### config.mk
export PLATFORM = sky130hd
export DESIGN_NAME = tick_match_timer
export DESIGN_NICKNAME = d
export VERILOG_FILES = /design/src/rtl/tmr_pkg.sv /design/src/rtl/tmr_tick_gen.sv /design/src/rtl/tmr_xfer_chan.sv /design/src/rtl/tmr_count_core.sv /design/src/rtl/tick_match_timer.sv
export SDC_FILE = /design/constraint.sdc
export NUM_CORES = 1
export LEC_CHECK = 0
export BUFFER_PORTS_ARGS = -buffer_cell sky130_fd_sc_hd__buf_2
export CAP_MARGIN = 20
export CORE_AREA = 2 2 119 121
export CTS_CLUSTER_SIZE = 10
export DETAILED_ROUTE_END_ITERATION = 12
export DIE_AREA = 0 0 121 123
export PLACE_DENSITY = 0.95
export SLEW_MARGIN = 5
export SYNTH_ARGS = -nofsm -noshare
export SYNTH_HDL_FRONTEND = slang
export SYNTH_HIERARCHICAL = 1
export SYNTH_SLANG_ARGS = --single-unit
### constraint.sdc
create_clock -name clk -period 12.3 [get_ports clk]
set_clock_uncertainty 0.2 [all_clocks]
set_input_delay 1.23 -clock clk [delete_from_list [all_inputs] [get_ports clk]]
set_output_delay 1.23 -clock clk [all_outputs]
set_load 0.005 [all_outputs]
### src/rtl/tmr_pkg.sv
package tmr_pkg;
  // register byte offsets
  localparam logic [7:0] OFF_MATCH = 8'h00;
  localparam logic [7:0] OFF_COUNT = 8'h10;
  localparam logic [7:0] OFF_FLAGS = 8'h14;
  localparam logic [7:0] OFF_IEN   = 8'h1C;
  localparam logic [7:0] OFF_CTRL  = 8'h20;
  localparam logic [7:0] OFF_SYNC  = 8'h24;

  // access-status bit positions
  localparam int AS_MATCH_BIT = 0;
  localparam int AS_CWR_BIT   = 4;
  localparam int AS_CRD_BIT   = 5;

  // control fields
  localparam int CTRL_W        = 4;
  localparam int CTRL_RUN_BIT  = 0;
  localparam int CTRL_SNAP_BIT = 1;

  localparam int FLAG_W = 4;

  // handshake channel indices
  localparam int CH_MATCH = 0;
  localparam int CH_CWR   = 1;
  localparam int CH_CRD   = 2;
  localparam int NCH      = 3;

  typedef enum logic [2:0] {
    SEL_NONE,
    SEL_MATCH,
    SEL_COUNT,
    SEL_FLAGS,
    SEL_IEN,
    SEL_CTRL,
    SEL_SYNC
  } reg_sel_e;
endpackage

### src/rtl/tmr_tick_gen.sv
module tmr_tick_gen #(
  parameter int DIV = 16
) (
  input  logic clk,
  input  logic rst_n,
  output logic tick
);
  generate
    if (DIV <= 1) begin : g_every
      assign tick = 1'b1;
    end else begin : g_div
      localparam int DW = $clog2(DIV);
      logic [DW-1:0] div_q, div_d;

      assign tick = (div_q == DW'(DIV - 1));

      always_comb begin
        div_d = tick ? '0 : div_q + 1'b1;
      end

      always_ff @(posedge clk or negedge rst_n) begin
        if (!rst_n) div_q <= '0;
        else        div_q <= div_d;
      end


      tick_gap_chk: assert property (@(posedge clk) disable iff (!rst_n)
        tick |=> !tick);
    end
  endgenerate
endmodule

### src/rtl/tmr_xfer_chan.sv
module tmr_xfer_chan #(
  parameter int SYNC_TICKS = 2
) (
  input  logic clk,
  input  logic rst_n,
  input  logic tick,
  input  logic req,
  output logic busy,
  output logic accept,
  output logic fire
);
  localparam int CW = (SYNC_TICKS > 1) ? $clog2(SYNC_TICKS) : 1;

  logic          busy_q, busy_d;
  logic [CW-1:0] cnt_q, cnt_d;

  assign busy   = busy_q;
  assign accept = req & ~busy_q;
  assign fire   = busy_q & tick & (cnt_q == CW'(SYNC_TICKS - 1));

  always_comb begin
    busy_d = busy_q;
    cnt_d  = cnt_q;
    if (accept) begin
      busy_d = 1'b1;
      cnt_d  = '0;
    end else if (busy_q && tick) begin
      if (fire) begin
        busy_d = 1'b0;
        cnt_d  = '0;
      end else begin
        cnt_d = cnt_q + 1'b1;
      end
    end
  end

  always_ff @(posedge clk or negedge rst_n) begin
    if (!rst_n) begin
      busy_q <= 1'b0;
      cnt_q  <= '0;
    end else begin
      busy_q <= busy_d;
      cnt_q  <= cnt_d;
    end
  end


  busy_fall_chk: assert property (@(posedge clk) disable iff (!rst_n)
    $fell(busy_q) |-> $past(tick));


  busy_hold_chk: assert property (@(posedge clk) disable iff (!rst_n)
    (busy_q && !tick) |=> busy_q);
endmodule

### src/rtl/tmr_count_core.sv
module tmr_count_core #(
  parameter int CNT_W  = 32,
  parameter int FLAG_W = 4
) (
  input  logic              clk,
  input  logic              rst_n,
  input  logic              tick,
  input  logic              run,
  input  logic              load,
  input  logic [CNT_W-1:0]  load_val,
  input  logic [CNT_W-1:0]  match_val,
  input  logic [FLAG_W-1:0] clr_mask,
  output logic [FLAG_W-1:0] flags,
  output logic [CNT_W-1:0]  count
);
  logic [CNT_W-1:0]  count_q, count_d;
  logic [FLAG_W-1:0] flag_q, flag_d;
  logic              hit;

  assign count = count_q;
  assign flags = flag_q;
  assign hit   = tick & run & (count_q == match_val);

  always_comb begin
    count_d = count_q;
    if (load)             count_d = load_val;
    else if (tick && run) count_d = count_q + 1'b1;
  end

  always_comb begin
    flag_d    = flag_q & ~clr_mask;
    flag_d[0] = flag_d[0] | hit;
  end

  always_ff @(posedge clk or negedge rst_n) begin
    if (!rst_n) begin
      count_q <= '0;
      flag_q  <= '0;
    end else begin
      count_q <= count_d;
      flag_q  <= flag_d;
    end
  end


  cnt_step_chk: assert property (@(posedge clk) disable iff (!rst_n)
    (tick && run && !load) |=> (count_q == $past(count_q) + 1'b1));


  cnt_hold_chk: assert property (@(posedge clk) disable iff (!rst_n)
    (!load && !(tick && run)) |=> $stable(count_q));


  flag_set_chk: assert property (@(posedge clk) disable iff (!rst_n)
    $rose(flag_q[0]) |-> $past(tick && run && (count_q == match_val)));
endmodule

### src/rtl/tick_match_timer.sv
module tick_match_timer
  import tmr_pkg::*;
#(
  parameter int DATA_W     = 32,
  parameter int ADDR_W     = 8,
  parameter int CNT_W      = 32,
  parameter int TICK_DIV   = 16,
  parameter int SYNC_TICKS = 2
) (
  input  logic              clk,
  input  logic              rst_n,
  input  logic [ADDR_W-1:0] bus_addr,
  input  logic              bus_we,
  input  logic [DATA_W-1:0] bus_wdata,
  output logic [DATA_W-1:0] bus_rdata,
  output logic              irq
);
  // reset: asynchronous assert, synchronous release
  logic [1:0] rst_sync_q;
  logic       rst_i;

  always_ff @(posedge clk or negedge rst_n) begin
    if (!rst_n) rst_sync_q <= '0;
    else        rst_sync_q <= {rst_sync_q[0], 1'b1};
  end
  assign rst_i = rst_sync_q[1];

  // address decode
  reg_sel_e sel;
  always_comb begin
    case (bus_addr)
      ADDR_W'(OFF_MATCH): sel = SEL_MATCH;
      ADDR_W'(OFF_COUNT): sel = SEL_COUNT;
      ADDR_W'(OFF_FLAGS): sel = SEL_FLAGS;
      ADDR_W'(OFF_IEN):   sel = SEL_IEN;
      ADDR_W'(OFF_CTRL):  sel = SEL_CTRL;
      ADDR_W'(OFF_SYNC):  sel = SEL_SYNC;
      default:            sel = SEL_NONE;
    endcase
  end

  logic wr_match, wr_count, wr_flags, wr_ien, wr_ctrl;
  assign wr_match = bus_we && (sel == SEL_MATCH);
  assign wr_count = bus_we && (sel == SEL_COUNT);
  assign wr_flags = bus_we && (sel == SEL_FLAGS);
  assign wr_ien   = bus_we && (sel == SEL_IEN);
  assign wr_ctrl  = bus_we && (sel == SEL_CTRL);

  // timer-domain clock enable
  logic tick;
  tmr_tick_gen #(.DIV(TICK_DIV)) u_tick (
    .clk  (clk),
    .rst_n(rst_i),
    .tick (tick)
  );

  // handshake channels
  logic [NCH-1:0] ch_req, ch_busy, ch_accept, ch_fire;
  assign ch_req[CH_MATCH] = wr_match;
  assign ch_req[CH_CWR]   = wr_count;
  assign ch_req[CH_CRD]   = wr_ctrl && bus_wdata[CTRL_SNAP_BIT];

  for (genvar c = 0; c < NCH; c++) begin : g_chan
    tmr_xfer_chan #(.SYNC_TICKS(SYNC_TICKS)) u_chan (
      .clk   (clk),
      .rst_n (rst_i),
      .tick  (tick),
      .req   (ch_req[c]),
      .busy  (ch_busy[c]),
      .accept(ch_accept[c]),
      .fire  (ch_fire[c])
    );
  end

  // bus-side registers
  logic [CTRL_W-1:0] ctrl_q, ctrl_d;
  logic              ien_q, ien_d;
  logic [CNT_W-1:0]  pend_match_q, pend_match_d;
  logic [CNT_W-1:0]  pend_count_q, pend_count_d;
  logic [CNT_W-1:0]  match_q, match_d;
  logic [CNT_W-1:0]  snap_q, snap_d;
  logic [CNT_W-1:0]  count;
  logic [FLAG_W-1:0] flags;
  logic [FLAG_W-1:0] clr_mask;

  assign clr_mask = wr_flags ? bus_wdata[FLAG_W-1:0] : '0;

  always_comb begin
    ctrl_d       = wr_ctrl ? bus_wdata[CTRL_W-1:0] : ctrl_q;
    ien_d        = wr_ien  ? bus_wdata[0]          : ien_q;
    pend_match_d = ch_accept[CH_MATCH] ? bus_wdata[CNT_W-1:0] : pend_match_q;
    pend_count_d = ch_accept[CH_CWR]   ? bus_wdata[CNT_W-1:0] : pend_count_q;
    match_d      = ch_fire[CH_MATCH]   ? pend_match_q         : match_q;
    snap_d       = ch_fire[CH_CRD]     ? count                : snap_q;
  end

  always_ff @(posedge clk or negedge rst_i) begin
    if (!rst_i) begin
      ctrl_q       <= '0;
      ien_q        <= 1'b0;
      pend_match_q <= '0;
      pend_count_q <= '0;
      match_q      <= '1;
      snap_q       <= '0;
    end else begin
      ctrl_q       <= ctrl_d;
      ien_q        <= ien_d;
      pend_match_q <= pend_match_d;
      pend_count_q <= pend_count_d;
      match_q      <= match_d;
      snap_q       <= snap_d;
    end
  end

  tmr_count_core #(.CNT_W(CNT_W), .FLAG_W(FLAG_W)) u_core (
    .clk      (clk),
    .rst_n    (rst_i),
    .tick     (tick),
    .run      (ctrl_q[CTRL_RUN_BIT]),
    .load     (ch_fire[CH_CWR]),
    .load_val (pend_count_q),
    .match_val(match_q),
    .clr_mask (clr_mask),
    .flags    (flags),
    .count    (count)
  );

  assign irq = flags[0] & ien_q;

  // read-back
  logic [DATA_W-1:0] sync_word;
  always_comb begin
    sync_word               = '0;
    sync_word[AS_MATCH_BIT] = ch_busy[CH_MATCH];
    sync_word[AS_CWR_BIT]   = ch_busy[CH_CWR];
    sync_word[AS_CRD_BIT]   = ch_busy[CH_CRD];
  end

  always_comb begin
    case (sel)
      SEL_MATCH: bus_rdata = DATA_W'(match_q);
      SEL_COUNT: bus_rdata = DATA_W'(snap_q);
      SEL_FLAGS: bus_rdata = DATA_W'(flags);
      SEL_IEN:   bus_rdata = DATA_W'(ien_q);
      SEL_CTRL:  bus_rdata = DATA_W'(ctrl_q);
      SEL_SYNC:  bus_rdata = sync_word;
      default:   bus_rdata = '0;
    endcase
  end


  match_apply_chk: assert property (@(posedge clk) disable iff (!rst_i)
    !$stable(match_q) |-> $past(ch_busy[CH_MATCH] && tick));


  irq_mask_chk: assert property (@(posedge clk) disable iff (!rst_i)
    $rose(irq) |-> (ien_q && flags[0]));
endmodule

==> impl_metrics.tcl, run 1 <==
set metrics [dict create \
    status "completed" \
    start_kind "input port" \
    worstMarginPinSlew_ns 1.06 \
    pin_count 76 \
    slew_viol_final 0 \
    grt.busiest_layer "met2" \
    cts_buffer_depth 2 \
    route.detailed.drc 0 \
    crit_fanout 22 \
    drt-initial-drc-count 526 \
    die_w_um 121 \
    grt_pass1_wl_um 32100 \
    finish.instance_area_sq_um 9520 \
    dp_cells 895 \
    place_ws_ns 8.04 \
    die_h_um 123 \
    core_area_sq_um 13600 \
    ant_nets 0 \
    grt_setup_unrepaired "no" \
    required_ns 10.87 \
    hold_class "reg2async" \
    period_needed_ns 4.26 \
    r2r_cells 6 \
    post-route-period-util_pct 34.6 \
    cp_data_arrival_time_ns 2.83 \
    wire_per_inst_um 21.8 \
    cp-endpoint "bus_rdata[0]" \
    grt_pass1_vias 6138 \
    cts_buffers 17 \
    groute.layer.met3.usage_pct 6.50 \
    dpl-instance-area_sq_um 8950 \
    r2r_end "u_core/count[21]" \
    fillers 881 \
    grt_use_met1_pct 35.9 \
    finalSetupTns_ns 0 \
    synth_cells 675 \
    dpl.hpwl_um 13300 \
    portBuffers 75 \
    start_util_pct 62.6 \
    leakage_nw 4.43 \
    grt_util_met2_pct 46.8 \
    fin_ws_ns 8.04 \
    cts.repair.resized 0 \
    clkLatencyLatePin_ns 0.43 \
    drive_gt1_share_pct 40.0 \
    ir_drop_mv 0.0956 \
    clk_pin_slew_ns 0.06 \
    r2r_slack_ns 8.75 \
    vias_per_cell 6.52 \
    slew_headroom_pct 29.3 \
    via_count 6052 \
    grt_antenna_before_repair 0 \
    root_buffer "clkbuf_16" \
    yosys_warnings 6 \
    final_cells 928 \
    whs_ns 0.0643 \
    p_per_area_nw_per_um2 124 \
    cts_setup_buffers 0 \
    grtUsageTotal_pct 28.4 \
    antenna_cells 0 \
    finalSetupViolCount 0 \
    first_pass_iters 5 \
    gp_congestion 0.858 \
    final-hold-violation-count 0 \
    reg2reg_from "u_tick/g_div.div_q[0]" \
    cts.htree.levels 4 \
    hold_buffers 0 \
    cts_sinks 181 \
    postSynthNetCount 720 \
    end_kind "output pin" \
    syn_area_sq_um 8520 \
    syn_to_final_growth_pct 11.6 \
    cts_tree "built" \
    dieArea_sq_um 14900 \
    num_rows 43 \
    grt_max_degree 82 \
    grt.overflow.total 0 \
    crit_type "in2out" \
    cap_violations 0 \
    wl_um 20200 \
    cp-startpoint "bus_addr[1]" \
    max_freq_mhz 235 \
    fin_nets 780 \
    syn_avg_cell_area_sq_um 12.6 \
]
==> cell usage in the layout (no fill, tap or decap), types with 6 or more instances in the layout <==
cell and n:
dfrtp_1 148, mux2_2 131, buf_2 75, xnor2_1 35, dfstp_2 32, a22o_1 31, nand2_1 30, nor2_1 27
nand3_1 20, nand4_1 19, o21ai_0 17, clkbuf_16 17, or4_1 17, a31oi_1 16, o31ai_1 15, xor2_1 11
and2_1 8, and4_1 7, a22oi_1 6, and3_2 6, inv_1 6
==> critical path, stage by stage <==
cell,delay [ns]
buf_2,0.13
nor4_4,0.43
and2_1,0.48
buf_16,0.22
a22oi_1,0.11
nand3_1,0.11
buf_2,0.12
==> state kept, by name, summed over array words and instances, names as in the netlist, 4 cells and up <==
name and flops:
snap_q 32, u_core/count 32, pend_match_q 32, match_q 32
u_tick/g_div.div_q 4, u_core/flags 4, ctrl_q 4, pend_count_q 32
==> layout make-up <==
class                           count  area, sq um  share of cell area (%)
Clock inverter                      8         50.0                   0.526
Sequential cell                   181         4570                    48.1
Inverter                            7         26.3                   0.276
Clock buffer                       24          492                    5.17
Multi-Input combinational cell    446         3680                    38.7
Tap cell                          180          225                    2.37
Timing Repair Buffer               82          468                    4.92
==> report_power, final <==
| group | internal, mW | switching, mW |
|---|---|---|
| logic | 0.0236 | 0.0277 |
| clock network | 0.278 | 0.221 |
| registers | 0.613 | 0.0168 |
==> worst min path at each step <==
stage,start,to,slack [ns],cells after the start
after global placement,rst_sync_q[1],snap_q[29],0.06,0
after detailed placement,rst_sync_q[1],pend_match_q[7],0.07,0
final,rst_sync_q[1],pend_match_q[7],0.06,0
after floorplan,rst_sync_q[0],rst_sync_q[1],0.13,0
after global routing,rst_sync_q[1],pend_match_q[8],0.1,0
after CTS,rst_sync_q[1],pend_match_q[7],0.07,0
==> stage by stage <==
stage	power (mW)	utilization, %
3_5_place_dp	0.690	65.7
4_1_cts	1.18	69.7
3_3_place_gp	0.685	65.5
6_report	1.18	69.9
2_1_floorplan	0.665	-
5_1_grt	1.22	69.9
==> routing by layer <==
layer | share of wire (%) | wire length (um)
met5 | 0 | 0
met4 | 3.2 | 654
met3 | 7.6 | 1550
met2 | 49 | 9980
met1 | 40 | 8060
(Power assumes the default switching activity.)
==> run 2: changes to the inputs <==
--- a/config.mk
+++ b/config.mk
@@ -5,13 +5,14 @@
 export SDC_FILE = /design/constraint.sdc
 export NUM_CORES = 1
 export LEC_CHECK = 0
+export ABC_AREA = 1
 export BUFFER_PORTS_ARGS = -buffer_cell sky130_fd_sc_hd__buf_2
 export CAP_MARGIN = 20
-export CORE_AREA = 2 2 119 121
+export CORE_AREA = 2 2 127 129
 export CTS_CLUSTER_SIZE = 10
 export DETAILED_ROUTE_END_ITERATION = 12
-export DIE_AREA = 0 0 121 123
-export PLACE_DENSITY = 0.95
+export DIE_AREA = 0 0 129 131
+export PLACE_DENSITY = 0.9
 export SLEW_MARGIN = 5
 export SYNTH_ARGS = -nofsm -noshare
 export SYNTH_HDL_FRONTEND = slang
==> constraint.sdc (replaced) <==
create_clock -name clk -period 4.3 [get_ports clk]
set_clock_uncertainty 0.2 [all_clocks]
set_input_delay 0.43 -clock clk [delete_from_list [all_inputs] [get_ports clk]]
set_output_delay 0.43 -clock clk [all_outputs]
set_load 0.005 [all_outputs]
==> run 2 against run 1 <==
  * Cell count is 49% higher
  * Clock power grew to 3.1 times the previous value
  * Largest cell class unchanged
  * Register-to-register slack worse by 7.2 ns
  * Sequential power grew to 2.9 times the previous value
  * Via count is 26% higher
  * Routed wire length is 7.9% higher
  * Count of clock-buffer cells in the layout is 5 lower
==> impl_metrics.tcl, run 2 <==
set metrics [dict create \
    drive_gt1_share_pct 22.1 \
    first_pass_iters 5 \
    die_w_um 129 \
    clk_pin_slew_ns 0.07 \
    clkLatencyLatePin_ns 0.44 \
    crit_path_max_incr_delay_ns 0.39 \
    cts.repair.resized 0 \
    syn_avg_cell_area_sq_um 8.48 \
    cp_data_arrival_time_ns 2.92 \
    root_buffer "clkbuf_16" \
    crit_type "reg2reg" \
    portBuffers 75 \
    final_cell_mix "nand2_1 (282), inv_1 (169), dfrtp_1 (148)" \
    syn_to_final_growth_pct 12.3 \
    pin_count 76 \
    syn_area_sq_um 9200 \
    final-hold-violation-count 0 \
    slowest_stage "dfrtp_1" \
    cts_sinks 181 \
    finish.instance_area_sq_um 10300 \
    cap_violations 0 \
    yosys_warnings 6 \
    antenna_cells 0 \
    grt_antenna_before_repair 0 \
    crit_buf_inv 4 \
    place_ws_ns 1.16 \
    postSynthNetCount 1130 \
    finalSetupTns_ns 0 \
    grt_pass1_vias 7365 \
    cts_buffers 17 \
    gp_congestion 0.967 \
    cpLargestDelayFamily "buffers and inverters" \
    core_area_sq_um 15600 \
    max_freq_mhz 358 \
    crit_top_cell "inv_1" \
    synth_cells 1085 \
    ir_drop_mv 0.302 \
    drt-initial-drc-count 841 \
    end_kind "flop" \
    finalSetupViolCount 0 \
    wire_per_inst_um 15.8 \
    grt_setup_unrepaired "no" \
    fin_nets 1198 \
    start_util_pct 59.0 \
    cp_cell_sequence "ha_1 > nand3_1 > inv_1 > nand3_1 > inv_1 > inv_1 > nand2_1 > inv_1 > a22o_1 > o21bai_1" \
    vias_per_cell 5.51 \
    total_power_mw 3.56 \
    dpl.hpwl_um 15000 \
    dieArea_sq_um 16900 \
    cts_setup_buffers 0 \
    reg2reg_from "u_tick/g_div.div_q[0]" \
    layout_commonest_cell "nand2_1" \
    ant_nets 0 \
    cts_buffer_depth 2 \
    worstMarginPinSlew_ns 0.913 \
    grt.overflow.total 0 \
    cts.htree.levels 4 \
    crit_fanout 16 \
    status "completed" \
    grt_pass1_wl_um 35800 \
    cts_tree "built" \
    post-route-period-util_pct 64.9 \
    slew_headroom_pct 39.1 \
    leakage_nw 5.56 \
    wl_um 21800 \
    grt_max_degree 96 \
    dpl-instance-area_sq_um 9750 \
    min_from "bus_wdata[17]" \
    route.detailed.drc 0 \
    num_rows 46 \
    p_per_area_nw_per_um2 345 \
    required_ns 4.43 \
    grtUsageTotal_pct 27.1 \
    hold_buffers 1 \
    hold_class "in2reg" \
    fillers 1181 \
    start_kind "flop" \
    fin_ws_ns 1.51 \
    cp-startpoint "u_tick/g_div.div_q[0]" \
    via_count 7616 \
    slew_viol_final 0 \
    period_needed_ns 2.79 \
    die_h_um 131 \
]
## run 2: cell types whose count changed in the layout (fill, tap and decap cells not counted), moves of 14 or more
cell     before  now
a22o_1       31    1
a31oi_1      16    1
inv_1         6  169
mux2_2      131   61
nand2_1      30  282
nand3_1      20   74
nor2_1       27   70
o21ai_0      17   79
o22ai_2       0   14
o31ai_1      15    0
or4_1        17    0
xnor2_1      35   10
## run 2: metal layers
metal  global-route usage, %  vias up  part of all wire, %
met5                       0        -                    0
met4                    13.2        0                  3.4
met3                    4.19       71                  6.8
met2                    43.9      356                   48
met1                    36.0     3620                   42
li1                        -     3569                    -
## run 2: cell type report
class	instances	area, sq um	share of cell area, %
Sequential cell	181	4570	44.2
Clock buffer	19	453	4.38
Inverter	173	649	6.28
Multi-Input combinational cell	695	3800	36.8
Timing Repair Buffer	85	465	4.50
Tap cell	216	270	2.62
Clock inverter	13	125	1.21
## run 2: worst register-to-register path, cell delays in order (launching register included)
cell      delay, ns
dfrtp_1        0.39
ha_1           0.22
nand3_1        0.10
inv_1          0.20
nand3_1        0.13
inv_1          0.36
inv_1          0.25
nand2_1        0.15
inv_1          0.28
a22o_1         0.28
o21bai_1       0.14
## run 2: through the flow
stage          hold WS [ns]  instances  util, %
2_1_floorplan       -0.0656       1085        -
5_1_grt              0.0262       1382     66.3
4_1_cts              0.0185       1382     66.3
3_5_place_dp         0.0219       1349     62.5
6_report             0.0307       1382     66.3
3_3_place_gp         0.0208       1349     62.5
## run 2: path summary, 6_finish.rpt
path	to	slack, ns	cells past startpoint
worst max-delay path	u_core/count[10]	1.51	10
worst min-delay path	pend_count_q[17]	0.03	2
worst max register to register	u_core/count[10]	1.51	10
worst min register to register	u_tick/g_div.div_q[1]	0.09	0
max in group asynchronous	snap_q[16]	2.82	1
min in group asynchronous	u_tick/g_div.div_q[1]	0.09	0
## run 2: power by group
group	switching, mW	internal, mW
logic	0.123	0.0802
registers	0.0618	1.77
clock network	0.694	0.835
